$ cat config.mk
export PLATFORM = sky130hd
export DESIGN_NAME = l3c_hdr_parser
export DESIGN_NICKNAME = d
export VERILOG_FILES = /design/src/rtl/l3c_pkg.sv /design/src/rtl/l3c_len_calc.sv /design/src/rtl/l3c_addr_acc.sv /design/src/rtl/l3c_hdr_parser.sv
export SDC_FILE = /design/constraint.sdc
export NUM_CORES = 1
export LEC_CHECK = 0
export ABC_AREA = 1
export BUFFER_PORTS_ARGS = -buffer_cell sky130_fd_sc_hd__buf_2
export CAP_MARGIN = 20
export CORE_MARGIN = 1
export CORE_UTILIZATION = 54
export DETAILED_ROUTE_END_ITERATION = 10
export GPL_ROUTABILITY_DRIVEN = 0
export PLACE_DENSITY = 0.9
export SLEW_MARGIN = 20
export SYNTH_ARGS = -nofsm -noshare
export SYNTH_HDL_FRONTEND = slang
export SYNTH_SLANG_ARGS = --single-unit
$ cat constraint.sdc
create_clock -name clk -period 3.2 [get_ports clk]
set_input_delay 0.64 -clock clk [delete_from_list [all_inputs] [get_ports clk]]
set_output_delay 0.64 -clock clk [all_outputs]
set_load 0.01 [all_outputs]
$ cat src/rtl/l3c_pkg.sv
package l3c_pkg;
  localparam int CODE_W         = 4;
  localparam int MAX_ADDR_BYTES = 16;
  localparam int CNT_W          = $clog2(MAX_ADDR_BYTES + 1);
  localparam int FIXED_BYTES    = 6;
  localparam int HL_W           = 6;

  typedef enum logic [0:0] {ST_IDLE, ST_HDR} pstate_e;

  // code 0 selects a full 16-byte address, otherwise the code is the byte count
  function automatic logic [CNT_W-1:0] code_bytes(input logic [CODE_W-1:0] c);
    return (c == '0) ? CNT_W'(MAX_ADDR_BYTES) : CNT_W'(c);
  endfunction
endpackage

$ cat src/rtl/l3c_len_calc.sv
module l3c_len_calc
  import l3c_pkg::*;
(
  input  logic [CODE_W-1:0] src_code,
  input  logic [CODE_W-1:0] dst_code,
  output logic [CNT_W-1:0]  src_bytes,
  output logic [CNT_W-1:0]  dst_bytes,
  output logic [HL_W-1:0]   hdr_len
);
  localparam int SUM_W = HL_W + 1;
  logic [SUM_W-1:0] raw_len;
  logic [SUM_W-1:0] rounded;

  always_comb begin
    src_bytes = code_bytes(src_code);
    dst_bytes = code_bytes(dst_code);
    raw_len   = SUM_W'(FIXED_BYTES) + SUM_W'(src_bytes) + SUM_W'(dst_bytes);
    rounded   = (raw_len + SUM_W'(3)) & ~SUM_W'(3);
    hdr_len   = rounded[HL_W-1:0];
  end
endmodule

$ cat src/rtl/l3c_addr_acc.sv
module l3c_addr_acc #(
  parameter int ADDR_W = 128
) (
  input  logic              clk,
  input  logic              rst_n,
  input  logic              clr,
  input  logic              shift_en,
  input  logic [7:0]        din,
  output logic [ADDR_W-1:0] addr
);
  logic [ADDR_W-1:0] addr_d;

  always_comb begin
    addr_d = addr;
    if (clr)           addr_d = '0;
    else if (shift_en) addr_d = {addr[ADDR_W-9:0], din};
  end

  always_ff @(posedge clk or negedge rst_n) begin
    if (!rst_n) addr <= '0;
    else        addr <= addr_d;
  end
endmodule

$ cat src/rtl/l3c_hdr_parser.sv
module l3c_hdr_parser
  import l3c_pkg::*;
#(
  parameter int ADDR_W = 128,
  parameter int FLEN_W = 16
) (
  input  logic              clk,
  input  logic              rst_n,
  input  logic              in_valid,
  input  logic              in_sof,
  input  logic              in_last,
  input  logic [7:0]        in_data,
  input  logic [FLEN_W-1:0] frame_len,
  output logic              hdr_valid,
  output logic              hdr_err,
  output logic [7:0]        traffic_class,
  output logic [3:0]        hop_limit,
  output logic [19:0]       flow_label,
  output logic [7:0]        next_hdr,
  output logic [CODE_W-1:0] src_code,
  output logic [CODE_W-1:0] dst_code,
  output logic [CNT_W-1:0]  src_bytes,
  output logic [CNT_W-1:0]  dst_bytes,
  output logic [ADDR_W-1:0] src_addr,
  output logic [ADDR_W-1:0] dst_addr,
  output logic [HL_W-1:0]   hdr_len,
  output logic [FLEN_W-1:0] payload_len
);
  localparam int LIM_W = HL_W + 1;
  localparam logic [HL_W-1:0] CODE_IDX = HL_W'(FIXED_BYTES - 1);

  pstate_e           state, state_d;
  logic [HL_W-1:0]   idx, idx_d;
  logic [FLEN_W-1:0] flen_r, flen_d;
  logic [7:0]        tc_d, nh_d;
  logic [3:0]        hop_d;
  logic [19:0]       flow_d;
  logic [CODE_W-1:0] sc_d, dc_d;
  logic [CNT_W-1:0]  sb_d, db_d;
  logic [HL_W-1:0]   hl_d;
  logic [FLEN_W-1:0] pl_d;
  logic              valid_d, err_d;

  logic [CNT_W-1:0]  lc_sb, lc_db;
  logic [HL_W-1:0]   lc_hl;

  l3c_len_calc u_len (
    .src_code (in_data[7:4]),
    .dst_code (in_data[3:0]),
    .src_bytes(lc_sb),
    .dst_bytes(lc_db),
    .hdr_len  (lc_hl)
  );

  logic              body_byte;
  logic [LIM_W-1:0]  src_end, dst_end;
  logic              acc_en [2];
  logic [ADDR_W-1:0] acc_q  [2];
  logic              start;

  always_comb begin
    start     = in_valid && in_sof;
    body_byte = in_valid && !in_sof && (state == ST_HDR) && (idx >= HL_W'(FIXED_BYTES));
    src_end   = LIM_W'(FIXED_BYTES) + LIM_W'(src_bytes);
    dst_end   = src_end + LIM_W'(dst_bytes);
    acc_en[0] = body_byte && (LIM_W'(idx) < src_end);
    acc_en[1] = body_byte && (LIM_W'(idx) >= src_end) && (LIM_W'(idx) < dst_end);
  end

  for (genvar g = 0; g < 2; g++) begin : g_addr
    l3c_addr_acc #(.ADDR_W(ADDR_W)) u_acc (
      .clk     (clk),
      .rst_n   (rst_n),
      .clr     (start),
      .shift_en(acc_en[g]),
      .din     (in_data),
      .addr    (acc_q[g])
    );
  end

  assign src_addr = acc_q[0];
  assign dst_addr = acc_q[1];

  always_comb begin
    state_d = state;   idx_d  = idx;        flen_d = flen_r;
    tc_d    = traffic_class; hop_d = hop_limit; flow_d = flow_label;
    nh_d    = next_hdr; sc_d  = src_code;   dc_d   = dst_code;
    sb_d    = src_bytes; db_d = dst_bytes;  hl_d   = hdr_len;
    pl_d    = payload_len;
    valid_d = 1'b0;    err_d  = 1'b0;
    if (start) begin
      tc_d   = in_data;
      idx_d  = HL_W'(1);
      flen_d = frame_len;
      if (in_last) begin
        err_d   = 1'b1;
        state_d = ST_IDLE;
      end else begin
        state_d = ST_HDR;
      end
    end else if (in_valid && state == ST_HDR) begin
      idx_d = idx + HL_W'(1);
      case (idx)
        HL_W'(1): begin hop_d = in_data[7:4]; flow_d[19:16] = in_data[3:0]; end
        HL_W'(2): flow_d[15:8] = in_data;
        HL_W'(3): flow_d[7:0]  = in_data;
        HL_W'(4): nh_d = in_data;
        CODE_IDX: begin
          sc_d = in_data[7:4]; dc_d = in_data[3:0];
          sb_d = lc_sb; db_d = lc_db; hl_d = lc_hl;
          pl_d = flen_r - FLEN_W'(lc_hl);
        end
        default: ;
      endcase
      if (idx == CODE_IDX) begin
        if (flen_r < FLEN_W'(lc_hl) || in_last) begin
          err_d   = 1'b1;
          state_d = ST_IDLE;
        end
      end else if (idx > CODE_IDX && idx == hdr_len - HL_W'(1)) begin
        valid_d = 1'b1;
        state_d = ST_IDLE;
      end else if (in_last) begin
        err_d   = 1'b1;
        state_d = ST_IDLE;
      end
    end
  end

  always_ff @(posedge clk or negedge rst_n) begin
    if (!rst_n) begin
      state <= ST_IDLE; idx <= '0; flen_r <= '0;
      traffic_class <= '0; hop_limit <= '0; flow_label <= '0; next_hdr <= '0;
      src_code <= '0; dst_code <= '0; src_bytes <= '0; dst_bytes <= '0;
      hdr_len <= '0; payload_len <= '0; hdr_valid <= 1'b0; hdr_err <= 1'b0;
    end else begin
      state <= state_d; idx <= idx_d; flen_r <= flen_d;
      traffic_class <= tc_d; hop_limit <= hop_d; flow_label <= flow_d; next_hdr <= nh_d;
      src_code <= sc_d; dst_code <= dc_d; src_bytes <= sb_d; dst_bytes <= db_d;
      hdr_len <= hl_d; payload_len <= pl_d; hdr_valid <= valid_d; hdr_err <= err_d;
    end
  end

  // a frame either completes or fails, never both in one cycle
  p_valid_err_excl_r9: assert property (@(posedge clk) disable iff (!rst_n)
    !(hdr_valid && hdr_err));

  // a result only follows an accepted byte
  p_valid_after_byte_r11: assert property (@(posedge clk) disable iff (!rst_n)
    hdr_valid |-> $past(in_valid));

  // the valid strobe lasts a single cycle
  p_valid_pulse_r11: assert property (@(posedge clk) disable iff (!rst_n)
    hdr_valid |=> !hdr_valid);

  // padded length lies within the legal range and on a 4-byte boundary
  p_len_range_r6: assert property (@(posedge clk) disable iff (!rst_n)
    hdr_valid |-> (hdr_len >= HL_W'(8) && hdr_len <= HL_W'(40) && hdr_len[1:0] == 2'b00));

  // padding adds fewer than four bytes to the address-bearing header
  p_len_cover_r6: assert property (@(posedge clk) disable iff (!rst_n)
    hdr_valid |-> (LIM_W'(hdr_len) >= dst_end && LIM_W'(hdr_len) < dst_end + LIM_W'(4)));

  // decoded counts are between one and sixteen bytes
  p_bytes_range_r4: assert property (@(posedge clk) disable iff (!rst_n)
    hdr_valid |-> (src_bytes != '0 && src_bytes <= CNT_W'(MAX_ADDR_BYTES)
                   && dst_bytes != '0 && dst_bytes <= CNT_W'(MAX_ADDR_BYTES)));

  // payload plus header accounts for the whole frame
  p_payload_r7: assert property (@(posedge clk) disable iff (!rst_n)
    hdr_valid |-> (payload_len + FLEN_W'(hdr_len) == flen_r));
endmodule

# Word level (Yosys, flattened, before mapping)
# Index checks and enable logic that the tools add are counted.
[word_totals] word_cells=89 inputBits=29 register_bits=359
[op_classes] mux=25 eq_ne=7 n_lt_le_gt_ge=6 reduce_logical=23 add_sub_neg=8 bitwise=1
[ops] operator="128-bit two-way mux" count=4
[ops] operator="3-bit AND reduction" count=6
[ops] operator="1-bit two-way mux" count=17
[ops] operator="16-bit by 6-bit less-than comparator with 1-bit output" count=1
[ops] operator="16-bit by 6-bit subtractor with 16-bit output" count=1
[ops] operator="3-bit by 5-bit adder with 6-bit output (first input constant)" count=2
[ops] operator="6-bit by 2-bit == test with 1-bit output (second input constant)" count=2
[ops] operator="6-bit by 3-bit == test with 1-bit output (second input constant)" count=2
[ops] operator="6-bit two-way mux" count=2
[ops] operator="5-bit two-way mux" count=2
[ops] operator="1-bit logical AND" count=9
[ops] operator="4-bit zero test" count=2
[ops] operator="6-bit by 5-bit adder with 7-bit output" count=1
[ops] operator="6-bit by 7-bit less-than comparator with 1-bit output" count=1
[ops] operator="6-bit by 1-bit adder with 6-bit output (second input constant)" count=1
[ops] operator="6-bit by 2-bit adder with 6-bit output (second input constant)" count=1
[ops] operator="6-bit by 5-bit adder with 6-bit output" count=1
[ops] operator="6-bit by 1-bit == test with 1-bit output (second input constant)" count=1
[ops] operator="6-bit == test" count=1
[ops] operator="6-bit by 3-bit >= comparator with 1-bit output (second input constant)" count=1
[ops] operator="6-bit >= comparator" count=1
[ops] operator="6-bit by 3-bit greater-than comparator with 1-bit output (second input constant)" count=1
[ops] operator="6-bit less-than comparator" count=1
[ops] operator="2-bit nonzero test" count=3
[ops] operator="other kinds (6)" count=6

# Longest topological paths before layout
# Gate-level depths: netlist (run 1).
[depth] word_depth=11 mapped_depth=19 mapped_depth_nobuf=17

# Cells and area by module
# Synthesis (run 1) repeated with hierarchy kept, for this count alone.
[hier_totals] cells_unflattened=1805 area_unflattened_um2=15821.4
[by_module_without_submodules] mod="l3c_addr_acc" cells_per_inst=556 instances=2 area_each_um2=5094.9
[by_module_without_submodules] mod="l3c_hdr_parser" cells_per_inst=649 instances=1 area_each_um2=5351.4
[by_module_without_submodules] mod="l3c_len_calc" cells_per_inst=44 instances=1 area_each_um2=280.3

# Worst setup path after synthesis (run 1)
# No wires, ideal clock.
[synth_timing] path_kind="input -> register" from="input port in_data[4]" to="register payload_len[13]" required_ns=3.082 path_buffers=0 setup_slack_ns=0.126 setup_time_ns=0.118 stages=14 t_arrival_ns=2.957 path_cell_list="nor4_1 -> ha_1 -> ha_1 -> inv_1 -> xor2_1 -> ha_1 -> a21oi_1 -> nand2_1 -> nand2_1 -> inv_1 -> nor2_1 -> nand4_1 -> nand3_1 -> nand2_1"
[synth_via] elab_chain_len=6
[synth_lines] item="from (decl)" line="l3c_hdr_parser.sv:12" text="input logic [7:0] in_data,"
[synth_lines] item="4-bit zero test" line="l3c_pkg.sv:12" text="return (c == '0) ? CNT_W'(MAX_ADDR_BYTES) : CNT_W'(c);"
[synth_lines] item="5-bit two-way mux (*)" line="l3c_pkg.sv:12"
[synth_lines] item="3-bit by 5-bit adder with 6-bit output (*)" line="l3c_len_calc.sv:17" text="raw_len = SUM_W'(FIXED_BYTES) + SUM_W'(src_bytes) + SUM_W'(dst_bytes);"
[synth_lines] item="6-bit by 5-bit adder with 6-bit output (*)" line="l3c_len_calc.sv:17"
[synth_lines] item="6-bit by 2-bit adder with 6-bit output (*)" line="l3c_len_calc.sv:18" text="rounded = (raw_len + SUM_W'(3)) & ~SUM_W'(3);"
[synth_lines] item="16-bit by 6-bit subtractor with 16-bit output (*)" line="l3c_hdr_parser.sv:111" text="pl_d = flen_r - FLEN_W'(lc_hl);"
[synth_lines] item="to (signal assigned)" line="l3c_hdr_parser.sv:140" text="hdr_len <= hl_d; payload_len <= pl_d; hdr_valid <= valid_d; hdr_err <= err_d;"
[synth_lines] item="to (decl)" line="l3c_hdr_parser.sv:27" text="output logic [FLEN_W-1:0] payload_len"
# Mark *: on every way between the ends. The rest lies on a longest branch, timed or not.
# A chain may end at the register's enable or synchronous reset.

# Final worst setup path (run 1)
[layout_timing] from="register src_bytes[2]" to="register g_addr[1].u_acc.addr[55]"
[layout_via] elab_chain_len=5 elab_cells_between_ends=7 classes_between="add/sub: 2; order compare: 2; reduce/logical: 3"
[layout_lines] item="from (decl)" line="l3c_hdr_parser.sv:22" text="output logic [CNT_W-1:0] src_bytes,"
[layout_lines] item="from (signal assigned)" line="l3c_hdr_parser.sv:134" text="src_code <= '0; dst_code <= '0; src_bytes <= '0; dst_bytes <= '0;"
[layout_lines] item="from (signal assigned)" line="l3c_hdr_parser.sv:139" text="src_code <= sc_d; dst_code <= dc_d; src_bytes <= sb_d; dst_bytes <= db_d;"
[layout_lines] item="3-bit by 5-bit adder with 6-bit output (*)" line="l3c_hdr_parser.sv:64" text="src_end = LIM_W'(FIXED_BYTES) + LIM_W'(src_bytes);"
[layout_lines] item="6-bit by 5-bit adder with 7-bit output or 6-bit >= comparator (tied branches)" line="l3c_hdr_parser.sv:65, l3c_hdr_parser.sv:67"
[layout_lines] item="6-bit by 7-bit less-than comparator with 1-bit output or 1-bit logical AND (tied branches)" line="l3c_hdr_parser.sv:67" text="acc_en[1] = body_byte && (LIM_W'(idx) >= src_end) && (LIM_W'(idx) < dst_end);"
[layout_lines] item="1-bit logical AND (*)" line="l3c_hdr_parser.sv:67"
[layout_lines] item="2-bit nonzero test (no line) (*)"
[layout_lines] item="to (signal assigned)" line="l3c_addr_acc.sv:21" text="else addr <= addr_d;"
[layout_lines] item="to (decl)" line="l3c_addr_acc.sv:9" text="output logic [ADDR_W-1:0] addr"
# Marks and branches as above.

==> results of run 1 <==
-- layout by cell type (no fill, tap or decap), types with 2 or more instances in the layout --
master / netlist / routed
a21oi_1: 11 / 11
a31oi_1: 7 / 6
buf_12: 0 / 11
buf_16: 0 / 3
buf_2: 42 / 363
buf_4: 7 / 31
bufinv_16: 0 / 5
clkbuf_1: 40 / 4
clkbuf_16: 0 / 40
clkbuf_8: 0 / 9
clkinv_2: 1 / 7
conb_1: 1 / 2
dfrtp_1: 359 / 359
fa_1: 3 / 3
ha_1: 33 / 31
ha_4: 0 / 2
inv_1: 167 / 166
inv_2: 4 / 6
nand2_1: 338 / 334
nand2_4: 1 / 5
nand3_1: 327 / 326
nand3b_1: 2 / 2
nand4_1: 5 / 5
nor2_1: 43 / 42
nor3_1: 2 / 2
nor4_1: 5 / 4
o21ai_0: 127 / 125
o21ai_1: 3 / 5
o22ai_1: 59 / 59
o31ai_1: 32 / 32
xnor2_1: 4 / 3
xor2_1: 10 / 10
-- metal layers --
layer  part of all wire (%)  vias to the layer above
met2                     47                      750
met4                    4.3                        0
met3                     11                      152
met1                     37                     6552
met5                      0                        -
li1                       -                     6211
-- flip-flops by register name (all words and copies together), names as in the netlist, 5 cells and up --
name               cells
flen_r                16
g_addr.u_acc.addr    256
payload_len           16
flow_label            20
next_hdr               8
src_bytes              5
traffic_class          8
dst_bytes              5
idx                    6
-- kinds of logic after synthesis --
| logic type | synth area share (%) |
|---|---|
| adders and majority gates | 3.07 |
| DFF | 58.4 |
| AOI/OAI and AO/OA | 9.05 |
| xor gates and xnor gates | 0.797 |
| other | 0.0244 |
| and+or+nand+nor | 20.7 |
| buffers and inverters | 7.98 |
-- power groups by stage --
stage	Sequential (W)	Clock, W	Combinational [W]
finish	0.00496	0.00451	0.00139
detailed placement	0.00502	0	0.00131
CTS	0.00495	0.00454	0.00135
global placement	0.00501	0	0.00125
global route	0.00498	0.00472	0.00154
floorplan	0.00510	0	0.000604
-- synth_stat cells, drive strengths merged (3+ instances only) --
master,count,area [µm²]
a21oi,11,55.1
a31oi,7,43.8
fa,3,60.1
o22ai,59,369
o21ai,130,651
nand3,327,1640
clkbuf,40,150
xnor2,4,35.0
o31ai,32,240
nand4,5,31.3
dfrtp,359,8980
xor2,10,87.6
nor4,5,31.3
nand2,340,1290
nor2,44,173
inv,171,642
buf,75,428
ha,33,413
-- how the worst min path moves through the flow --
stage	from	end	depth (start not counted)
3_3_place_gp	flen_r[0]	payload_len[0]	2
4_1_cts	rst_n	payload_len[14]	1
5_1_grt	rst_n	payload_len[14]	1
2_1_floorplan	rst_n	dst_bytes[0]	0
6_report	rst_n	payload_len[14]	1
3_5_place_dp	flen_r[1]	flen_r[1]	2
-- timing repair --
item / CTS / global route
pin swaps: 0 / 6
hold buffers: 0 / 0
gates resized for setup: 5 / 13
setup buffers: 3 / 4
gates cloned: 1 / 4
setup endpoints to repair: 116 / 129
-- final cells by class --
| type | instances | area, µm² |
|---|---|---|
| Tap cell | 378 | 473 |
| Fill cell | 2060 | 8810 |
| Inverter | 173 | 651 |
| Timing Repair Buffer | 413 | 2450 |
| Multi-Input combinational cell | 1022 | 5300 |
| Clock buffer | 50 | 1060 |
| Clock inverter | 13 | 198 |
| Sequential cell | 359 | 8980 |
-- metrics by stage --
| step | setup slack (ns) | hold slack (ns) | TNS, ns | area [µm²] |
|---|---|---|---|---|
| after global routing | -0.158 | 0.109 | -7.39 | 19100 |
| after global placement | -0.0544 | 0.449 | -0.149 | 17600 |
| final | 0.0241 | 0.0682 | 0 | 19100 |
| after floorplan | 0.126 | 0.344 | 0 | 15400 |
| after detailed placement | -0.224 | 0.465 | -2.35 | 17600 |
| after CTS | -0.0172 | 0.108 | -0.0458 | 18900 |
-- critical path: stages (launching register included) --
cell	delay, ns
dfrtp_1	0.41
inv_1	0.11
ha_4	0.28
inv_1	0.04
ha_1	0.34
nand3_1	0.13
nand3_1	0.11
nand2_1	0.07
nand2_1	0.05
a21oi_1	0.17
xor2_1	0.21
ha_1	0.26
nand2_1	0.09
nand2_2	0.08
nand2_4	0.15
nand2_8	0.14
clkbuf_16	0.22
nand2_1	0.09
o21ai_0	0.09
==> report_table.html, run 1 <==
<table>
<tr><th>Metric</th><th>Value</th></tr>
<tr><th colspan="2">Run status</th></tr>
<tr><td>Outcome</td><td>finished clean</td></tr>
<tr><th colspan="2">Drt</th></tr>
<tr><td>Residual antenna-violating net count after detailed routing</td><td>0</td></tr>
<tr><td>DRC errors left</td><td>0</td></tr>
<tr><td>Total detailed-routing wirelength</td><td>46.3 mm</td></tr>
<tr><td>Number of detailed-route iterations in the first pass</td><td>5</td></tr>
<tr><td>Per-cell routed wire length</td><td>19.2 µm</td></tr>
<tr><td>Routed via count divided by cell count</td><td>5.67</td></tr>
<tr><td>Initial DRC Count</td><td>1,312</td></tr>
<tr><td>Total via count in the routed design</td><td>13,700</td></tr>
<tr><th colspan="2">Yosys</th></tr>
<tr><td>Number of warnings issued by yosys</td><td>0</td></tr>
<tr><td>Async SR Flop Fraction</td><td>100%</td></tr>
<tr><td>Number of instances in the synthesized netlist</td><td>1,667</td></tr>
<tr><td>Post-synthesis sequential area ratio</td><td>58.4%</td></tr>
<tr><td>Leading register cell type out of synthesis</td><td>dfrtp_1</td></tr>
<tr><td>Flip-flop and latch count after synthesis</td><td>359</td></tr>
<tr><td>Distinct cell type count of the synthesized netlist</td><td>36</td></tr>
<tr><td>Mean instance size in the synthesized netlist</td><td>9.23 µm²</td></tr>
<tr><td>Number of synthesized flops with an enable pin</td><td>0</td></tr>
<tr><td>Mapped Area</td><td>15,400 µm²</td></tr>
<tr><th colspan="2">Layout</th></tr>
<tr><td>Non-Filler Instances</td><td>2,408</td></tr>
<tr><td>Final nets</td><td>2,071</td></tr>
<tr><td>Fraction of final layout cells with drive strength greater than 1</td><td>24.4%</td></tr>
<tr><td>Number of diodes</td><td>0</td></tr>
<tr><td>Final Util</td><td>68.5%</td></tr>
<tr><td>Synthesis-to-finish area growth</td><td>24.2%</td></tr>
<tr><th colspan="2">Clock network</th></tr>
<tr><td>Worst-path clk slew</td><td>0.06 ns</td></tr>
<tr><td>Cts bufs inserted</td><td>37</td></tr>
<tr><td>Number of buffers between clock root and the deepest sink</td><td>3</td></tr>
<tr><td>Latest clock arrival within the worst-skew pair</td><td>0.52 ns</td></tr>
<tr><td>Sink Count</td><td>359</td></tr>
<tr><td>Clock tree from TritonCTS</td><td>done</td></tr>
<tr><td>Number of H-tree levels</td><td>2</td></tr>
<tr><td>Cell chosen for the clock root</td><td>clkbuf_16</td></tr>
<tr><th colspan="2">Timing</th></tr>
<tr><td>Fin crit share</td><td>99.2%</td></tr>
<tr><td>Max Clock Freq</td><td>315 MHz</td></tr>
<tr><td>Max Transition Viols Final</td><td>0</td></tr>
<tr><td>Count of final setup violators</td><td>0</td></tr>
<tr><td>Transition at the pin with the smallest max-transition slack</td><td>0.800 ns</td></tr>
<tr><td>Max_slew headroom</td><td>46.7%</td></tr>
<tr><td>Worst clock skew on the final layout</td><td>0.0252 ns</td></tr>
<tr><td>Number of failing hold endpoints at the final stage</td><td>0</td></tr>
<tr><td>Minimum clock period</td><td>3.18 ns</td></tr>
<tr><th colspan="2">Global route</th></tr>
<tr><td>Met2 usage</td><td>49.5%</td></tr>
<tr><td>Routing usage on met1</td><td>36.4%</td></tr>
<tr><td>Global route overflow</td><td>0</td></tr>
<tr><td>Via count of the first global-routing pass</td><td>12,900</td></tr>
<tr><td>Maximum number of pins on one net before global-route repair</td><td>135</td></tr>
<tr><td>GRT Util Overall</td><td>30.3%</td></tr>
<tr><td>Initial antenna violation count</td><td>0</td></tr>
<tr><td>Met3 Use GR</td><td>10.6%</td></tr>
<tr><td>Global-route wire length before repair</td><td>69.0 mm</td></tr>
<tr><td>Top Usage Layer GRT</td><td>met2</td></tr>
<tr><th colspan="2">Critical path</th></tr>
<tr><td>Endpoint class of the critical path</td><td>register</td></tr>
<tr><td>Critical path endpoint</td><td>g_addr[1].u_acc.addr[55]</td></tr>
<tr><td>Crit Path Class</td><td>register to register</td></tr>
<tr><td>Slack of the worst reg-to-reg path</td><td>0.02 ns</td></tr>
<tr><td>Launch instance of the worst register-to-register path</td><td>src_bytes[2]</td></tr>
<tr><td>Worst Path Required</td><td>3.58 ns</td></tr>
<tr><td>Cells on worst reg2reg path</td><td>18</td></tr>
<tr><td>Launch point of the critical path</td><td>src_bytes[2]</td></tr>
<tr><td>Crit Reg-Reg Endpoint</td><td>g_addr[1].u_acc.addr[55]</td></tr>
<tr><td>Signal arrival time at the worst endpoint</td><td>3.55 ns</td></tr>
<tr><td>Kind of start point of the critical path</td><td>register</td></tr>
<tr><td>Crit-path max FO</td><td>26</td></tr>
<tr><th colspan="2">Pwr</th></tr>
<tr><td>Internal</td><td>0.00802 W</td></tr>
<tr><td>Switching component of the power</td><td>0.00284 W</td></tr>
<tr><td>Power density over the cells</td><td>568 nW/µm²</td></tr>
<tr><td>Sequential power share</td><td>45.6%</td></tr>
<tr><td>Clock group share of total power</td><td>41.5%</td></tr>
<tr><td>Leak pwr</td><td>10.7 nW</td></tr>
<tr><td>Switching power as a share of total power</td><td>26.2%</td></tr>
<tr><td>Final Total Pwr</td><td>0.0109 W</td></tr>
<tr><td>Combinational group share of total power</td><td>12.8%</td></tr>
<tr><td>Worst ir drop on vdd</td><td>413 µV</td></tr>
<tr><th colspan="2">Placement</th></tr>
<tr><td>Number of placed instances, taps included</td><td>2,334</td></tr>
<tr><td># port buffers</td><td>364</td></tr>
<tr><td>Total half-perimeter wirelength after legalization and detailed placement</td><td>29.4 mm</td></tr>
<tr><th colspan="2">Die</th></tr>
<tr><td># IOs</td><td>367</td></tr>
<tr><td>Die X</td><td>171 µm</td></tr>
<tr><td>Starting density of the core</td><td>55.1%</td></tr>
<tr><td>Total die area</td><td>29,200 µm²</td></tr>
<tr><td>Core Rows</td><td>61</td></tr>
<tr><td>Die height</td><td>171 µm</td></tr>
<tr><td>Std-Cell Core Area</td><td>27,900 µm²</td></tr>
<tr><th colspan="2">Flow run</th></tr>
<tr><td>Number of maximum-capacitance violations</td><td>0</td></tr>
<tr><th colspan="2">Hold path</th></tr>
<tr><td>Type of the tightest min-delay check</td><td>primary input to async pin</td></tr>
</table>
Note: power is estimated with default switching activity, not from simulation.
==> run 2: changes to the inputs <==
--- a/config.mk
+++ b/config.mk
@@ -10,9 +10,10 @@
 export CAP_MARGIN = 20
 export CORE_MARGIN = 1
 export CORE_UTILIZATION = 54
+export CTS_CLUSTER_DIAMETER = 100
 export DETAILED_ROUTE_END_ITERATION = 10
 export GPL_ROUTABILITY_DRIVEN = 0
-export PLACE_DENSITY = 0.9
+export PLACE_DENSITY = 0.81
 export SLEW_MARGIN = 20
 export SYNTH_ARGS = -nofsm -noshare
 export SYNTH_HDL_FRONTEND = slang
==> run 2 against run 1 <==
Effect of this change:
- highest routed layer is now met5
- die area did not move
- clock-buffer cell count rose by 8
- critical path depth fell by 1
- largest power group unchanged
- critical path type unchanged
- critical endpoint is now g_addr[1].u_acc.addr[65]
- hold slack improved by 0.037 ns
- register-to-register slack improved by 0.16 ns
- fmax rose by 5.3%
- first-iteration DRC count fell by 12%
- utilization fell by 0.61 points
- non-clock buffer count fell by 11
- clock skew fell by 0.016 ns
- sequential power barely moved
==> report_table.html, run 2 (synthesis gave the netlist of run 1 again) <==
<table>
<tr><th>Metric</th><th>Value</th></tr>
<tr><th colspan="2">Timing</th></tr>
<tr><td>Summed negative setup slack over all endpoints</td><td>0 ns (unchanged)</td></tr>
<tr><td>Worst clock skew on the final layout</td><td>0.00958 ns (-0.0156 ns)</td></tr>
<tr><td>Number of failing hold endpoints at the final stage</td><td>0 (unchanged)</td></tr>
<tr><td>Transition at the pin with the smallest max-transition slack</td><td>0.724 ns (-0.0756 ns)</td></tr>
<tr><td>Max Transition Viols Final</td><td>0 (unchanged)</td></tr>
<tr><td>RSZ-0062 raised after global routing</td><td>no</td></tr>
<tr><td>Max Clock Freq</td><td>332 MHz (+5.3%)</td></tr>
<tr><td>Minimum clock period</td><td>3.02 ns (-0.160 ns)</td></tr>
<tr><td>Fin crit share</td><td>94.2% (-5.0 points)</td></tr>
<tr><td>Count of final setup violators</td><td>0 (unchanged)</td></tr>
<tr><td>Max_slew headroom</td><td>51.6% (+5.0 points)</td></tr>
<tr><th colspan="2">Layout</th></tr>
<tr><td>Flip-flop count of the largest register after layout</td><td>256 (unchanged)</td></tr>
<tr><td>Largest register by flop count</td><td>g_addr.u_acc.addr</td></tr>
<tr><td>Most used cells in the layout excluding fill and tap cells</td><td>363 x buf_2, 359 x dfrtp_1, 335 x nand2_1</td></tr>
<tr><td>Final Util</td><td>67.8% (-0.61 points)</td></tr>
<tr><td>Commonest non-fill, non-tap cell in the layout</td><td>buf_2</td></tr>
<tr><td>Number of diodes</td><td>0 (unchanged)</td></tr>
<tr><td>Fraction of final layout cells with drive strength greater than 1</td><td>23.7% (-0.65 points)</td></tr>
<tr><td>Final nets</td><td>2,061 (-0.48%)</td></tr>
<tr><td>Synthesis-to-finish area growth</td><td>23.1%</td></tr>
<tr><td>Number of filler cells placed in the layout</td><td>2,181 (+5.9%)</td></tr>
<tr><td>Largest regs</td><td>g_addr.u_acc.addr x256, flow_label x20</td></tr>
<tr><th colspan="2">Pwr</th></tr>
<tr><td>Power density over the cells</td><td>568 nW/µm² (about the same)</td></tr>
<tr><td>Switching component of the power</td><td>0.00282 W (-0.93%)</td></tr>
<tr><td>Switching power as a share of total power</td><td>26.2% (about the same)</td></tr>
<tr><td>Combinational group share of total power</td><td>12.2% (-0.6 points)</td></tr>
<tr><td>Sequential power share</td><td>46.1% (+0.5 points)</td></tr>
<tr><td>Worst ir drop on vdd</td><td>417 µV (+1.0%)</td></tr>
<tr><td>Internal</td><td>0.00794 W (-0.97%)</td></tr>
<tr><td>Clock group share of total power</td><td>41.7% (+0.2 points)</td></tr>
<tr><td>Leak pwr</td><td>10.6 nW (-0.85%)</td></tr>
<tr><th colspan="2">Clock network</th></tr>
<tr><td>Hold Buf Count CTS</td><td>0 (unchanged)</td></tr>
<tr><td>Cell chosen for the clock root</td><td>clkbuf_16</td></tr>
<tr><td>Sink Count</td><td>359 (unchanged)</td></tr>
<tr><td>Latest clock arrival within the worst-skew pair</td><td>0.52 ns (about the same)</td></tr>
<tr><td>Worst-path clk slew</td><td>0.06 ns (about the same)</td></tr>
<tr><td>Cts bufs inserted</td><td>39 (+5.4%)</td></tr>
<tr><td>Number of H-tree levels</td><td>2 (unchanged)</td></tr>
<tr><td>Number of buffers between clock root and the deepest sink</td><td>3 (unchanged)</td></tr>
<tr><td>Clock tree from TritonCTS</td><td>done</td></tr>
<tr><th colspan="2">Die</th></tr>
<tr><td>Total die area</td><td>29,200 µm² (unchanged)</td></tr>
<tr><td>Die height</td><td>171 µm (unchanged)</td></tr>
<tr><td>Core Rows</td><td>61 (unchanged)</td></tr>
<tr><td>Starting density of the core</td><td>55.1% (unchanged)</td></tr>
<tr><td># IOs</td><td>367 (unchanged)</td></tr>
<tr><td>Die X</td><td>171 µm (unchanged)</td></tr>
<tr><td>Std-Cell Core Area</td><td>27,900 µm² (unchanged)</td></tr>
<tr><th colspan="2">Drt</th></tr>
<tr><td>DRC errors left</td><td>0 (unchanged)</td></tr>
<tr><td>Routed length on met3</td><td>4.27 mm (-19%)</td></tr>
<tr><td>Initial DRC Count</td><td>1,161 (-12%)</td></tr>
<tr><td>Residual antenna-violating net count after detailed routing</td><td>0 (unchanged)</td></tr>
<tr><td>Total detailed-routing wirelength</td><td>43.0 mm (-7.1%)</td></tr>
<tr><td>Number of detailed-route iterations in the first pass</td><td>5 (unchanged)</td></tr>
<tr><td>Wire length on met1</td><td>16.9 mm (-0.81%)</td></tr>
<tr><td>Routed met2 length</td><td>20.5 mm (-6.7%)</td></tr>
<tr><td>Highest metal used</td><td>met5</td></tr>
<tr><td>Per-cell routed wire length</td><td>17.9 µm (-6.8%)</td></tr>
<tr><td>Total via count in the routed design</td><td>13,300 (-2.5%)</td></tr>
<tr><td>Routed via count divided by cell count</td><td>5.55 (-2.2%)</td></tr>
<tr><th colspan="2">Placement</th></tr>
<tr><td># port buffers</td><td>364 (unchanged)</td></tr>
<tr><td>Total half-perimeter wirelength after legalization and detailed placement</td><td>28.8 mm (-2.2%)</td></tr>
<tr><th colspan="2">Hold path</th></tr>
<tr><td>Type of the tightest min-delay check</td><td>primary input to async pin</td></tr>
<tr><th colspan="2">Flow run</th></tr>
<tr><td>Number of maximum-capacitance violations</td><td>0 (unchanged)</td></tr>
<tr><th colspan="2">Critical path</th></tr>
<tr><td>Endpoint class of the critical path</td><td>register</td></tr>
<tr><td>Crit-path max FO</td><td>71 (+170%)</td></tr>
<tr><td>Kind of start point of the critical path</td><td>register</td></tr>
<tr><td>Signal arrival time at the worst endpoint</td><td>3.46 ns (-0.09 ns)</td></tr>
<tr><td>Worst Path Required</td><td>3.65 ns (+0.07 ns)</td></tr>
<tr><td>Crit Path Class</td><td>register to register</td></tr>
<tr><th colspan="2">Global route</th></tr>
<tr><td>Global route overflow</td><td>0 (unchanged)</td></tr>
<tr><td>Maximum number of pins on one net before global-route repair</td><td>136 (+0.74%)</td></tr>
<tr><td>Initial antenna violation count</td><td>1 (+1)</td></tr>
<tr><td>GRT Util Overall</td><td>29.0% (-1.3 points)</td></tr>
<tr><td>Global-route wire length before repair</td><td>66.6 mm (-3.5%)</td></tr>
<tr><td>Via count of the first global-routing pass</td><td>12,600 (-2.3%)</td></tr>
<tr><th colspan="2">Run status</th></tr>
<tr><td>Outcome</td><td>finished clean</td></tr>
</table>
[run 2: cell types whose count changed in the layout (fill, tap and decap cells not counted), sizes merged]
cell / change
nand2: -1
clkinv: -3
buf: -9
clkinvlp: +3
bufinv: -3
inv: -1
clkbuf: +6
[run 2: routing by layer]
layer	global-route usage [%]	vias up
met4	10.3	2
met3	9.23	98
met1	36.5	6446
met5	0	-
met2	47.2	584
li1	-	6188
[run 2: cell type report]
class	count	area, µm²	share of cell area, %
flip-flops and latches	359	8980	47.4
multi-input cells	1021	5270	27.8
repair buffers	402	2300	12.1
clock buffers	58	1170	6.17
inverters	173	651	3.43
well taps	378	473	2.50
clock inverters	9	110	0.581
[run 2: final timing paths]
| path | start | endpoint | slack (ns) | cells after the start |
|---|---|---|---|---|
| min reg2reg | payload_len[3] | payload_len[3] | 0.48 | 2 |
| min in group clk | frame_len[11] | flen_r[11] | 0.33 | 3 |
| max in group asynchronous | rst_n | g_addr[1].u_acc.addr[67] | 2.20 | 2 |
| max reg2reg | src_bytes[1] | g_addr[1].u_acc.addr[65] | 0.18 | 17 |
| min | rst_n | flen_r[14] | 0.11 | 1 |
| max | src_bytes[1] | g_addr[1].u_acc.addr[65] | 0.18 | 17 |
[run 2: timing repair]
action,in CTS,in global routing
buffers inserted,0,1
resized for setup,0,10
endpoints found under the setup margin,0,128
[run 2: stage by stage]
stage / power [W] / hold WS, ns / cells / setup slack (ns) / area [µm²]
6_report: 0.0108 / 0.105 / 2400 / 0.185 / 19000
5_1_grt: 0.0112 / 0.111 / 2400 / 0.0158 / 19000
4_1_cts: 0.0108 / 0.116 / 2398 / 0.0183 / 18900
3_5_place_dp: 0.00632 / 0.464 / 2331 / -0.168 / 17600
3_3_place_gp: 0.00626 / 0.453 / 2331 / -0.0741 / 17600
2_1_floorplan: 0.00570 / 0.344 / 1668 / 0.126 / 15400
[run 2: power by group through the flow]
| stage | clock network, W | logic, W | registers [W] |
|---|---|---|---|
| 2_1_floorplan | 0 | 0.000604 | 0.00510 |
| 3_3_place_gp | 0 | 0.00124 | 0.00502 |
| 3_5_place_dp | 0 | 0.00129 | 0.00503 |
| 4_1_cts | 0.00453 | 0.00130 | 0.00495 |
| 5_1_grt | 0.00471 | 0.00148 | 0.00498 |
| 6_report | 0.00449 | 0.00132 | 0.00496 |
[run 2: critical path, cell delays in order, from the launching register on]
cell and delay (ns):
dfrtp_1 0.38, inv_1 0.12, ha_2 0.22, xnor2_2 0.15, ha_4 0.25, inv_2 0.06
o21ai_1 0.07, a31oi_2 0.19, xor2_1 0.20, ha_1 0.27, nand3_1 0.09, nand3b_1 0.08
nand2_1 0.07, nand2_1 0.08, nand2_4 0.13, buf_12 0.29, nand3_1 0.14, nand2_1 0.11
==> run 3: changes to the inputs <==
--- a/config.mk
+++ b/config.mk
@@ -14,6 +14,7 @@
 export DETAILED_ROUTE_END_ITERATION = 10
 export GPL_ROUTABILITY_DRIVEN = 0
 export PLACE_DENSITY = 0.81
+export SETUP_SLACK_MARGIN = 0.2
 export SLEW_MARGIN = 20
 export SYNTH_ARGS = -nofsm -noshare
 export SYNTH_HDL_FRONTEND = slang
==> run 3 against run 2 <==
Effect of this change:
- flip-flop and latch count is the same
- first-iteration DRC count up 28%
- largest cell class unchanged
- critical endpoint is now g_addr[1].u_acc.addr[63]
- clock-buffer cell count down 2
- largest power group unchanged
==> report_table.html, run 3 (synthesis gave the netlist of run 1 again) <==
<table>
<tr><th>Metric</th><th>Value</th></tr>
<tr><th colspan="2">Critical path</th></tr>
<tr><td>Crit-path max FO</td><td>15 (-79%)</td></tr>
<tr><td>Endpoint class of the critical path</td><td>register</td></tr>
<tr><td>Signal arrival time at the worst endpoint</td><td>3.44 ns (-0.02 ns)</td></tr>
<tr><td>Crit Path Class</td><td>register to register</td></tr>
<tr><td>Longest individual stage delay on the worst path</td><td>0.38 ns (about the same)</td></tr>
<tr><td>Slowest cell on the critical path</td><td>dfrtp_1</td></tr>
<tr><td>Kind of start point of the critical path</td><td>register</td></tr>
<tr><td>Worst Path Required</td><td>3.58 ns (-0.07 ns)</td></tr>
<tr><td>Most Frequent Cell on Critical Path</td><td>nand2_1</td></tr>
<tr><td>CP Cell Sequence</td><td>inv_2, ha_4, xnor2_4, ha_4, inv_6, o21ai_4, a31oi_4, xor2_1, ha_1, nand2_1, nand3b_1, nand2_1, nand2_2, nand2_8, nand2_8, clkbuf_16, nand2_1, o21ai_0</td></tr>
<tr><td>Slack of the worst reg-to-reg path</td><td>0.13 ns (-0.05 ns)</td></tr>
<tr><th colspan="2">Hold path</th></tr>
<tr><td>Type of the tightest min-delay check</td><td>primary input to async pin</td></tr>
<tr><th colspan="2">Layout</th></tr>
<tr><td>Flip-flop count of the largest register after layout</td><td>256 (unchanged)</td></tr>
<tr><td>Fraction of final layout cells with drive strength greater than 1</td><td>26.1% (+2.3 points)</td></tr>
<tr><td>Synthesis-to-finish area growth</td><td>27.1%</td></tr>
<tr><td>Largest register by flop count</td><td>g_addr.u_acc.addr</td></tr>
<tr><td>Number of diodes</td><td>0 (unchanged)</td></tr>
<tr><td>Most used cells in the layout excluding fill and tap cells</td><td>363 x buf_2, 359 x dfrtp_1, 333 x nand2_1</td></tr>
<tr><td>Final nets</td><td>2,079 (+0.87%)</td></tr>
<tr><td>Largest regs</td><td>g_addr.u_acc.addr x256, flow_label x20</td></tr>
<tr><td>Final Util</td><td>70.0% (+2.2 points)</td></tr>
<tr><td>Commonest non-fill, non-tap cell in the layout</td><td>buf_2</td></tr>
<tr><td>Final Cell Area</td><td>19,600 µm² (+3.2%)</td></tr>
<tr><th colspan="2">Drt</th></tr>
<tr><td>DRC errors left</td><td>0 (unchanged)</td></tr>
<tr><td>Routed via count divided by cell count</td><td>5.80 (+4.6%)</td></tr>
<tr><td>Number of detailed-route iterations in the first pass</td><td>7 (+2)</td></tr>
<tr><td>Initial DRC Count</td><td>1,481 (+28%)</td></tr>
<tr><td>Per-cell routed wire length</td><td>20.1 µm (+12%)</td></tr>
<tr><td>Total via count in the routed design</td><td>14,000 (+5.4%)</td></tr>
<tr><td>Total detailed-routing wirelength</td><td>48.7 mm (+13%)</td></tr>
<tr><td>Residual antenna-violating net count after detailed routing</td><td>0 (unchanged)</td></tr>
<tr><th colspan="2">Flow run</th></tr>
<tr><td>Number of maximum-capacitance violations</td><td>0 (unchanged)</td></tr>
<tr><th colspan="2">Clock network</th></tr>
<tr><td>Number of H-tree levels</td><td>2 (unchanged)</td></tr>
<tr><td>Number of buffers between clock root and the deepest sink</td><td>3 (unchanged)</td></tr>
<tr><td>Latest clock arrival within the worst-skew pair</td><td>0.52 ns (about the same)</td></tr>
<tr><td>Cell chosen for the clock root</td><td>clkbuf_16</td></tr>
<tr><td>Cts bufs inserted</td><td>39 (unchanged)</td></tr>
<tr><td>Clock tree from TritonCTS</td><td>done</td></tr>
<tr><td>Sink Count</td><td>359 (unchanged)</td></tr>
<tr><td>Hold Buf Count CTS</td><td>0 (unchanged)</td></tr>
<tr><td>Worst-path clk slew</td><td>0.07 ns (about the same)</td></tr>
<tr><th colspan="2">Timing</th></tr>
<tr><td>Fin crit share</td><td>95.8% (+1.6 points)</td></tr>
<tr><td>Min Hold Slack</td><td>0.110 ns (+0.00458 ns)</td></tr>
<tr><td>RSZ-0062 raised after global routing</td><td>yes</td></tr>
<tr><td>Max_slew headroom</td><td>48.9% (-2.7 points)</td></tr>
<tr><td>Worst clock skew on the final layout</td><td>0.0152 ns (+0.00564 ns)</td></tr>
<tr><td>Count of final setup violators</td><td>0 (unchanged)</td></tr>
<tr><td>Summed negative setup slack over all endpoints</td><td>0 ns (unchanged)</td></tr>
<tr><td>Max Transition Viols Final</td><td>0 (unchanged)</td></tr>
<tr><td>Minimum clock period</td><td>3.07 ns (+0.0504 ns)</td></tr>
<tr><td>Max Clock Freq</td><td>326 MHz (-1.6%)</td></tr>
<tr><td>Number of failing hold endpoints at the final stage</td><td>0 (unchanged)</td></tr>
<tr><td>Transition at the pin with the smallest max-transition slack</td><td>0.765 ns (+0.0408 ns)</td></tr>
<tr><th colspan="2">Die</th></tr>
<tr><td># IOs</td><td>367 (unchanged)</td></tr>
<tr><td>Total die area</td><td>29,200 µm² (unchanged)</td></tr>
<tr><td>Die height</td><td>171 µm (unchanged)</td></tr>
<tr><td>Std-Cell Core Area</td><td>27,900 µm² (unchanged)</td></tr>
<tr><td>Die X</td><td>171 µm (unchanged)</td></tr>
<tr><td>Starting density of the core</td><td>55.1% (unchanged)</td></tr>
<tr><td>Core Rows</td><td>61 (unchanged)</td></tr>
<tr><th colspan="2">Placement</th></tr>
<tr><td>Placed Instance Area</td><td>17,600 µm² (about the same)</td></tr>
<tr><td># port buffers</td><td>364 (unchanged)</td></tr>
<tr><td>Total half-perimeter wirelength after legalization and detailed placement</td><td>28.5 mm (-0.94%)</td></tr>
<tr><th colspan="2">Global route</th></tr>
<tr><td>Initial antenna violation count</td><td>0 (-1)</td></tr>
<tr><td>Maximum number of pins on one net before global-route repair</td><td>137 (+0.74%)</td></tr>
<tr><td>Global route overflow</td><td>0 (unchanged)</td></tr>
<tr><td>Via count of the first global-routing pass</td><td>13,000 (+2.6%)</td></tr>
<tr><td>Global-route wire length before repair</td><td>70.0 mm (+5.1%)</td></tr>
<tr><td>GRT Util Overall</td><td>30.4% (+1.4 points)</td></tr>
<tr><th colspan="2">Pwr</th></tr>
<tr><td>Internal</td><td>0.00789 W (-0.72%)</td></tr>
<tr><td>Worst ir drop on vdd</td><td>309 µV (-26%)</td></tr>
<tr><td>Leak pwr</td><td>10.8 nW (+2.2%)</td></tr>
<tr><td>Switching component of the power</td><td>0.00291 W (+3.4%)</td></tr>
<tr><td>Switching power as a share of total power</td><td>27.0% (+0.79 points)</td></tr>
<tr><td>Combinational group share of total power</td><td>13.5% (+1.3 points)</td></tr>
<tr><td>Final Total Pwr</td><td>0.0108 W (+0.35%)</td></tr>
<tr><td>Sequential power share</td><td>45.9% (-0.2 points)</td></tr>
<tr><td>Power density over the cells</td><td>552 nW/µm² (-2.8%)</td></tr>
<tr><td>Clock group share of total power</td><td>40.6% (-1.1 points)</td></tr>
<tr><th colspan="2">Run status</th></tr>
<tr><td>Outcome</td><td>finished clean</td></tr>
</table>
## run 3: final timing paths
path | cells past startpoint | endpoint | startpoint
worst min register to register | 2 | payload_len[4] | payload_len[4]
worst min-delay path | 1 | flen_r[15] | rst_n
worst max register to register | 18 | g_addr[1].u_acc.addr[63] | src_bytes[2]
worst max-delay path | 18 | g_addr[1].u_acc.addr[63] | src_bytes[2]
max in group asynchronous | 2 | g_addr[0].u_acc.addr[101] | rst_n
min in group clk | 3 | flen_r[15] | frame_len[15]
## run 3: final cells by class
cell class	instances	area, µm²
Sequential cell	359	8980
Fill cell	2117	8370
Multi-Input combinational cell	1022	5490
Timing Repair Buffer	419	2720
Clock buffer	56	1150
Inverter	173	656
Tap cell	378	473
Clock inverter	12	95.1
## run 3: critical path: cells and delay by family, from the launching register on
family                   cells  cell delay (ns)
flip-flops                   1             0.38
AND/OR/NAND/NOR              7             0.66
buffers and inverters        3             0.32
XOR/XNOR                     2             0.31
AO/OA/AOI/OAI                3             0.37
adder cells (fa/ha/maj)      3             0.86
## run 3: metrics by stage
stage               cells  setup WS, ns
floorplan            1668         0.209
global placement     2328       -0.0982
detailed placement   2328        -0.253
CTS                  2402         0.188
global route         2419        0.0562
finish               2419         0.134
## run 3: routing by layer
layer | vias up | part of all wire, % | track usage (%)
li1 | 6213 | - | -
met1 | 6864 | 38 | 38.3
met2 | 800 | 47 | 49.5
met3 | 163 | 11 | 8.88
met4 | 0 | 4.2 | 11.9
met5 | - | 0 | 0
## run 3: what timing repair did
action                                  4_1_cts  5_1_grt
resized for setup                            13       49
endpoints found under the setup margin      124      138
buffers inserted                              1        5
pin swaps                                     1       25
cloned                                        5       12
## run 3: power groups by stage
stage / Clock [W] / Sequential, W / Combinational [W]
final: 0.00438 / 0.00496 / 0.00146
after floorplan: 0 / 0.00510 / 0.000606
after global placement: 0 / 0.00501 / 0.00124
after CTS: 0.00442 / 0.00495 / 0.00134
after global routing: 0.00460 / 0.00498 / 0.00161
after detailed placement: 0 / 0.00502 / 0.00130
